[src/rtl/pwr_seq_pkg.sv]
package pwr_seq_pkg;

    typedef enum logic [1:0] {
        ST_OFF   = 2'd0,
        ST_SOFT  = 2'd1,
        ST_RUN   = 2'd2,
        ST_LATCH = 2'd3
    } seq_state_e;

    typedef struct packed {
        seq_state_e st;
        logic       ss_pulse;
    } seq_reg_t;

endpackage

[src/rtl/pwr_seq_por.sv]
module pwr_seq_por (
    input  logic clk,
    input  logic rst_n,
    input  logic above_rise,
    input  logic below_fall,
    output logic supply_ok_d
);
    logic good_d, good_q;

    always_comb begin
        good_d = good_q;
        if (below_fall)
            good_d = 1'b0;
        else if (above_rise)
            good_d = 1'b1;
    end

    always_ff @(posedge clk or negedge rst_n) begin
        if (!rst_n)
            good_q <= 1'b0;
        else
            good_q <= good_d;
    end

    assign supply_ok_d = good_d;
endmodule

[src/rtl/pwr_seq_ocp_filt.sv]
module pwr_seq_ocp_filt #(
    parameter int OCP_PERSIST = 2
) (
    input  logic clk,
    input  logic rst_n,
    input  logic armed,
    input  logic ls_on,
    input  logic trip_raw,
    output logic trip_hit
);
    localparam int CW = (OCP_PERSIST < 2) ? 1 : $clog2(OCP_PERSIST + 1);
    localparam logic [CW-1:0] LAST = CW'(OCP_PERSIST - 1);

    logic [CW-1:0] cnt_d, cnt_q;
    logic          sample;

    assign sample   = armed && ls_on && trip_raw;
    assign trip_hit = sample && (cnt_q == LAST);

    always_comb begin
        cnt_d = '0;
        if (sample)
            cnt_d = trip_hit ? cnt_q : cnt_q + CW'(1);
    end

    always_ff @(posedge clk or negedge rst_n) begin
        if (!rst_n)
            cnt_q <= '0;
        else
            cnt_q <= cnt_d;
    end
endmodule

[src/rtl/pwr_seq_fsm.sv]
module pwr_seq_fsm
    import pwr_seq_pkg::*;
(
    input  logic       clk,
    input  logic       rst_n,
    input  logic       supply_ok,
    input  logic       en_pin,
    input  logic       ocp_hit,
    input  logic       uv_sw,
    input  logic       uv_lin,
    input  logic       ss_done,
    output seq_state_e st,
    output logic       ss_start
);
    seq_reg_t seq_d, seq_q;

    always_comb begin
        seq_d          = seq_q;
        seq_d.ss_pulse = 1'b0;
        if (!supply_ok) begin
            seq_d.st = ST_OFF;
        end else if (!en_pin) begin
            seq_d.st = ST_OFF;
        end else begin
            case (seq_q.st)
                ST_OFF: begin
                    seq_d.st       = ST_SOFT;
                    seq_d.ss_pulse = 1'b1;
                end
                ST_SOFT: begin
                    if (ocp_hit)
                        seq_d.st = ST_LATCH;
                    else if (ss_done)
                        seq_d.st = ST_RUN;
                end
                ST_RUN: begin
                    if (ocp_hit || uv_sw || uv_lin)
                        seq_d.st = ST_LATCH;
                end
                default: seq_d.st = ST_LATCH;
            endcase
        end
    end

    always_ff @(posedge clk or negedge rst_n) begin
        if (!rst_n) begin
            seq_q.st       <= ST_OFF;
            seq_q.ss_pulse <= 1'b0;
        end else begin
            seq_q <= seq_d;
        end
    end

    assign st       = seq_q.st;
    assign ss_start = seq_q.ss_pulse;
endmodule

[src/rtl/pwr_seq_top.sv]
module pwr_seq_top
    import pwr_seq_pkg::*;
#(
    parameter int OCP_PERSIST = 2
) (
    input  logic clk,
    input  logic rst_n,
    input  logic sup_above_rise,
    input  logic sup_below_fall,
    input  logic en_pin,
    input  logic ocp_trip,
    input  logic ls_on,
    input  logic uv_sw,
    input  logic uv_lin,
    input  logic ss_done,
    output logic sw_en,
    output logic lin_en,
    output logic hs_off,
    output logic ls_off,
    output logic ss_start
);
    logic       supply_ok;
    logic       ocp_hit;
    logic       active;
    seq_state_e st;

    pwr_seq_por u_por (
        .clk         (clk),
        .rst_n       (rst_n),
        .above_rise  (sup_above_rise),
        .below_fall  (sup_below_fall),
        .supply_ok_d (supply_ok)
    );

    pwr_seq_ocp_filt #(.OCP_PERSIST(OCP_PERSIST)) u_ocp (
        .clk      (clk),
        .rst_n    (rst_n),
        .armed    (active),
        .ls_on    (ls_on),
        .trip_raw (ocp_trip),
        .trip_hit (ocp_hit)
    );

    pwr_seq_fsm u_fsm (
        .clk       (clk),
        .rst_n     (rst_n),
        .supply_ok (supply_ok),
        .en_pin    (en_pin),
        .ocp_hit   (ocp_hit),
        .uv_sw     (uv_sw),
        .uv_lin    (uv_lin),
        .ss_done   (ss_done),
        .st        (st),
        .ss_start  (ss_start)
    );

    assign active = (st == ST_SOFT) || (st == ST_RUN);
    assign sw_en  = active;
    assign lin_en = active;
    assign hs_off = !active;
    assign ls_off = !active;
endmodule

[config.mk]
export PLATFORM = sky130hd
export DESIGN_NAME = pwr_seq_top
export DESIGN_NICKNAME = d
export VERILOG_FILES = /design/src/rtl/pwr_seq_pkg.sv /design/src/rtl/pwr_seq_por.sv /design/src/rtl/pwr_seq_ocp_filt.sv /design/src/rtl/pwr_seq_fsm.sv /design/src/rtl/pwr_seq_top.sv
export SDC_FILE = /design/constraint.sdc
export NUM_CORES = 1
export LEC_CHECK = 0
export ABC_CLOCK_PERIOD_IN_PS = 3500
export BUFFER_PORTS_ARGS = -buffer_cell sky130_fd_sc_hd__buf_2
export CAP_MARGIN = 20
export CORE_AREA = 2 2 39 41
export CTS_CLUSTER_DIAMETER = 200
export DETAILED_ROUTE_END_ITERATION = 8
export DIE_AREA = 0 0 41 43
export PLACE_DENSITY = 0.5
export SKIP_CTS_REPAIR_TIMING = 1
export SLEW_MARGIN = 40
export SYNTH_ARGS = -nofsm -noshare
export SYNTH_HDL_FRONTEND = slang
export SYNTH_SLANG_ARGS = --single-unit
[constraint.sdc]
create_clock -name clk -period 3.5 [get_ports clk]
set_input_delay 0.175 -clock clk [delete_from_list [all_inputs] [get_ports clk]]
set_output_delay 0.175 -clock clk [all_outputs]
set_load 0.05 [all_outputs]
After elaboration in Yosys (flattened, before gate mapping)
Cells that the tools add are included.
{ "op_classes": {"add_sub_neg": 1, "mul": 0, "n_div": 0, "magnitude_cmp": 0, "n_eq_ne": 6, "n_shift": 0, "muxes": 13, "bitwise_logic": 0, "n_reduce_logical": 9} }
{ "ops": {"columns": ["op", "n"], "rows": [
  ["$mux 2", 7],
  ["$pmux 2 s3", 1],
  ["$mux 1", 5],
  ["$ne 5x5->1 const B", 1],
  ["$eq 2x1->1 const B", 2],
  ["$ne 4x4->1 const B", 1],
  ["$logic_and 1x1->1", 3],
  ["$logic_or 1x1->1", 3],
  ["$add 2x1->2 const B", 1],
  ["$eq 2x2->1 const B", 1],
  ["$logic_not 2->1", 1],
  ["$ne 2x2->1 const B", 1],
  ["$reduce_and 2->1", 1],
  ["$logic_not 1->1", 1]
]} }
{ "word_totals": {"ff_bits": 6, "latch_bits": 0, "mem_bits_rw": 0, "mem_bits_ro": 0, "inputBits": 10, "output_inout_bits": 5, "wordCells": 33, "n_memories": 0} }

Depth between registers and ports, before layout
{ "logic_depth": {"word_depth": 11, "ltp_mapped": 5, "ltp_nobuf": 5} }

Modules after synthesis
From an unflattened synthesis, not the netlist that was laid out.
{ "unflattened": {"cells_unflattened": 28, "area_unflattened_um2": 304.0} }
{ "modules_own_cells": {"columns": ["mod", "instances", "cells_per_inst", "area_each_um2", "seq_area_each_um2"], "rows": [
  ["pwr_seq_fsm", 1, 11, 121.4, 75.1],
  ["pwr_seq_ocp_filt", 1, 11, 115.1, 50.0],
  ["pwr_seq_por", 1, 2, 35.0, 25.0],
  ["pwr_seq_top", 1, 4, 32.5, 0.0]
]} }

Least setup slack after synthesis
Ideal clock, no wire load.
{ "synth_path": {"path_type": "reg-to-output", "from": "register, netlist name u_fsm.st[0]", "to": "output port ls_off", "t_arrival_ns": 1.663, "required_ns": 3.325, "setup_slack_ns": 1.662, "path_stages_with_launch": 5, "path_buffers": 1, "path_cell_list": "dfrtp_1 inv_1 ha_1 inv_1 buf_4"} }
{ "synth_via": {"elab_chain_cells": 3, "word_cells_on_any_way": 4, "classes_between": "eq/ne: 2; reduce/logical: 2"} }
{ "synth_lines": {"columns": ["item", "line_no", "text"], "rows": [
  ["$eq 2x1->1 / $eq 2x2->1 (equally long branches)", "pwr_seq_top.sv:57", "assign active = (st == ST_SOFT) || (st == ST_RUN);"],
  ["$logic_or 1x1->1 (*)", "pwr_seq_top.sv:57", null],
  ["named net lin_en", "pwr_seq_top.sv:17", "output logic lin_en,"],
  ["$logic_not 1->1 (*)", null, null],
  ["to (decl)", "pwr_seq_top.sv:19", "output logic ls_off,"]
]} }
The timed path passes the listed nets; every way through them passes the cells marked *.

Worst setup path in the final report
{ "layout_path": {"from": "register, netlist name u_fsm.st[0]", "to": "output port ls_off"} }
{ "layout_via": {"elab_chain_cells": 3, "word_cells_on_any_way": 4, "classes_between": "eq/ne: 2; reduce/logical: 2"} }
{ "layout_lines": {"columns": ["item", "line_no", "text"], "rows": [
  ["$eq 2x1->1 / $eq 2x2->1 (equally long branches)", "pwr_seq_top.sv:57", null],
  ["$logic_or 1x1->1 (*)", "pwr_seq_top.sv:57", null],
  ["$logic_not 1->1 (*)", "pwr_seq_top.sv:61", "assign ls_off = !active;"]
]} }
Every way passes the cells marked *; elsewhere a longest branch is shown, timed or not.

==> run metrics <==
outcome finished clean; Worst Setup Path Type reg2out; maximum vdd ir drop 218.3 uV; Initial Util 25.86%; clk_skew 1.130 ps; floorplan row count 14; Critical Path Source Type flip-flop; P&R area growth vs syn 30.07%; Filler cells 155; antenna viol nets, final 0; initial antenna violation count 0; # nets final 67; GRT Util Overall 8.577%; Worst Min Path Start en_pin; Clock Latency Late Sink 240 ps; Die X 41 um; crit path from u_fsm.st[0]$_DFFE_PN0P_; fin crit share 44.36%; Die Y 43 um; DR pass1 iterations 1; fmax 644.0 MHz; clock power share 35.0%; clock slew at reported path FFs 40 ps; CTS sink cnt 6; H-tree Lvls 1; Synth cell types 19; Via density 4.403; synth warn 0; Syn Inst Count 35; CP required 3320 ps; # IOs 15; Max-Cap Viols 0; antenna fix cells 0; DRC viols 0; syn nets 49; Final Wtd Congestion 0.6861; vias in the first global route 265; Seq/Total Area, Yosys 41.96%; Vias 295; Port Buffer Count 14; CTS buffer count 3; Clock Path Buffers 2; worst reg2reg path startpoint u_fsm.st[0]$_DFFE_PN0P_; Worst Setup End Kind output pin; setup_tns 0 ps; clock tree root buffer cell clkbuf_4; P_sw 0.05208 mW; final setup fails 0; Switching Fraction 29.50%; CTS tree done; post-detail-place hpwl 516 um; post-synthesis async set-or-reset flop share 100.0%; core box area 1384 sq um; Syn Area/Cell 10.22 sq um; top_reg_cell synth dfrtp_1; Slew HR 83.44%; grt total ovfl 0; Tot Pwr 0.1765 mW; worst slew pin tran 250.2 ps; part of the power in combinational logic 23.1%; LEAKAGE 0.2389 nW; Synth Register Bits 6; power per cell area 379.3 nW/um^2; Min Hold Slack 178.2 ps; HP Class in2reg; Starting DRT DRC Count 0; minimum clock period 1553 ps; largest net degree at the start of global routing 7; Worst EP arrival 1380 ps; Mapped Area 357.8 sq um; Internal 0.1245 mW; EDFF count, synth 0; layout cells sized above 1 37.25%; drt total wl 592 um; final hold vios 0; Final Max Tran Viols 0; Seq pwr share 41.9%; die area 1763 sq um; global-route wire length before repair 986 um; WL/cell 8.836 um; RSZ-0062 raised after global routing false; Crit Path Max Fanout 5
-- cell usage after synthesis (2+ instances only) --
cell type / instances / share of area (%)
dfrtp_1: 6 / 42
inv_1: 4 / 4.2
buf_4: 2 / 4.2
nor2_1: 3 / 3.1
ha_1: 4 / 14
a211oi_1: 3 / 6.3
-- metrics by stage --
step	std cells	area, sq um	setup WS [ps]	utilization, %
CTS	66	455.4	1927	32.91
global route	67	465.4	1845	33.63
detailed placement	63	432.9	1946	31.28
finish	67	465.4	1947	33.63
global placement	63	432.9	1949	31.28
floorplan	35	357.8	1662	-
-- cells in the final DEF (no fill, tap or decap), types with 3 or more instances in the layout --
cell / instances
buf_2: 14
dfrtp_1: 6
inv_1: 4
ha_1: 4
nor2_1: 3
a211oi_1: 3
clkbuf_4: 3
-- registers in the layout (all words and copies together), names as in the netlist --
name / cells
u_fsm.ss_start: 1
u_fsm.st: 2
u_ocp.cnt_q: 2
u_por.good_q: 1
-- power by group through the flow --
stage / Clock (mW) / Combinational (mW) / Sequential, mW
floorplan: 0 / 0.0288 / 0.0769
global placement: 0 / 0.0405 / 0.0749
detailed placement: 0 / 0.0405 / 0.0750
CTS: 0.0634 / 0.0407 / 0.0740
global route: 0.0682 / 0.0447 / 0.0743
finish: 0.0619 / 0.0407 / 0.0739
-- logic make-up after synthesis --
logic type | share of synthesized area (%)
buffers and inverters | 8.389
adders and majority gates | 13.99
and+or+nand+nor | 20.63
DFF | 41.96
xor gates and xnor gates | 2.448
AOI/OAI and AO/OA | 12.59
-- area by class of cell --
class	count	area, sq um	area share [%]
Clock buffer	3	22.52	4.839
Sequential cell	6	150.1	32.26
Multi-Input combinational cell	23	177.7	38.17
Tap cell	16	20.02	4.301
Timing Repair Buffer	15	80.08	17.20
Inverter	4	15.01	3.226
-- worst paths after layout --
check | end | slack, ps | cells past startpoint
hold reg to reg | u_por.good_q$_DFF_PN0_ | 490 | 1
max in group asynchronous | u_fsm.st[1]$_DFFE_PN0P_ | 3080 | 2
min in group asynchronous | u_por.good_q$_DFF_PN0_ | 280 | 2
setup reg to reg | u_fsm.st[1]$_DFFE_PN0P_ | 1960 | 5
setup / recovery | ls_off | 1950 | 4
hold / removal | u_fsm.ss_start$_DFF_PN0_ | 180 | 2
-- metal layers --
layer / GRT usage, % / vias to the layer above / routed length (um)
met5: 0 / - / 0
met4: 0 / 0 / 0
met3: 7.853 / 0 / 60
met2: 11.56 / 11 / 287
met1: 10.78 / 134 / 244
li1: - / 150 / -
-- worst max-delay path, cell delays in order (launching register included) --
cell	delay [ps]
dfrtp_1	380
inv_1	80
ha_1	340
inv_1	80
buf_2	260
Note: power is estimated with default switching activity, not from simulation.
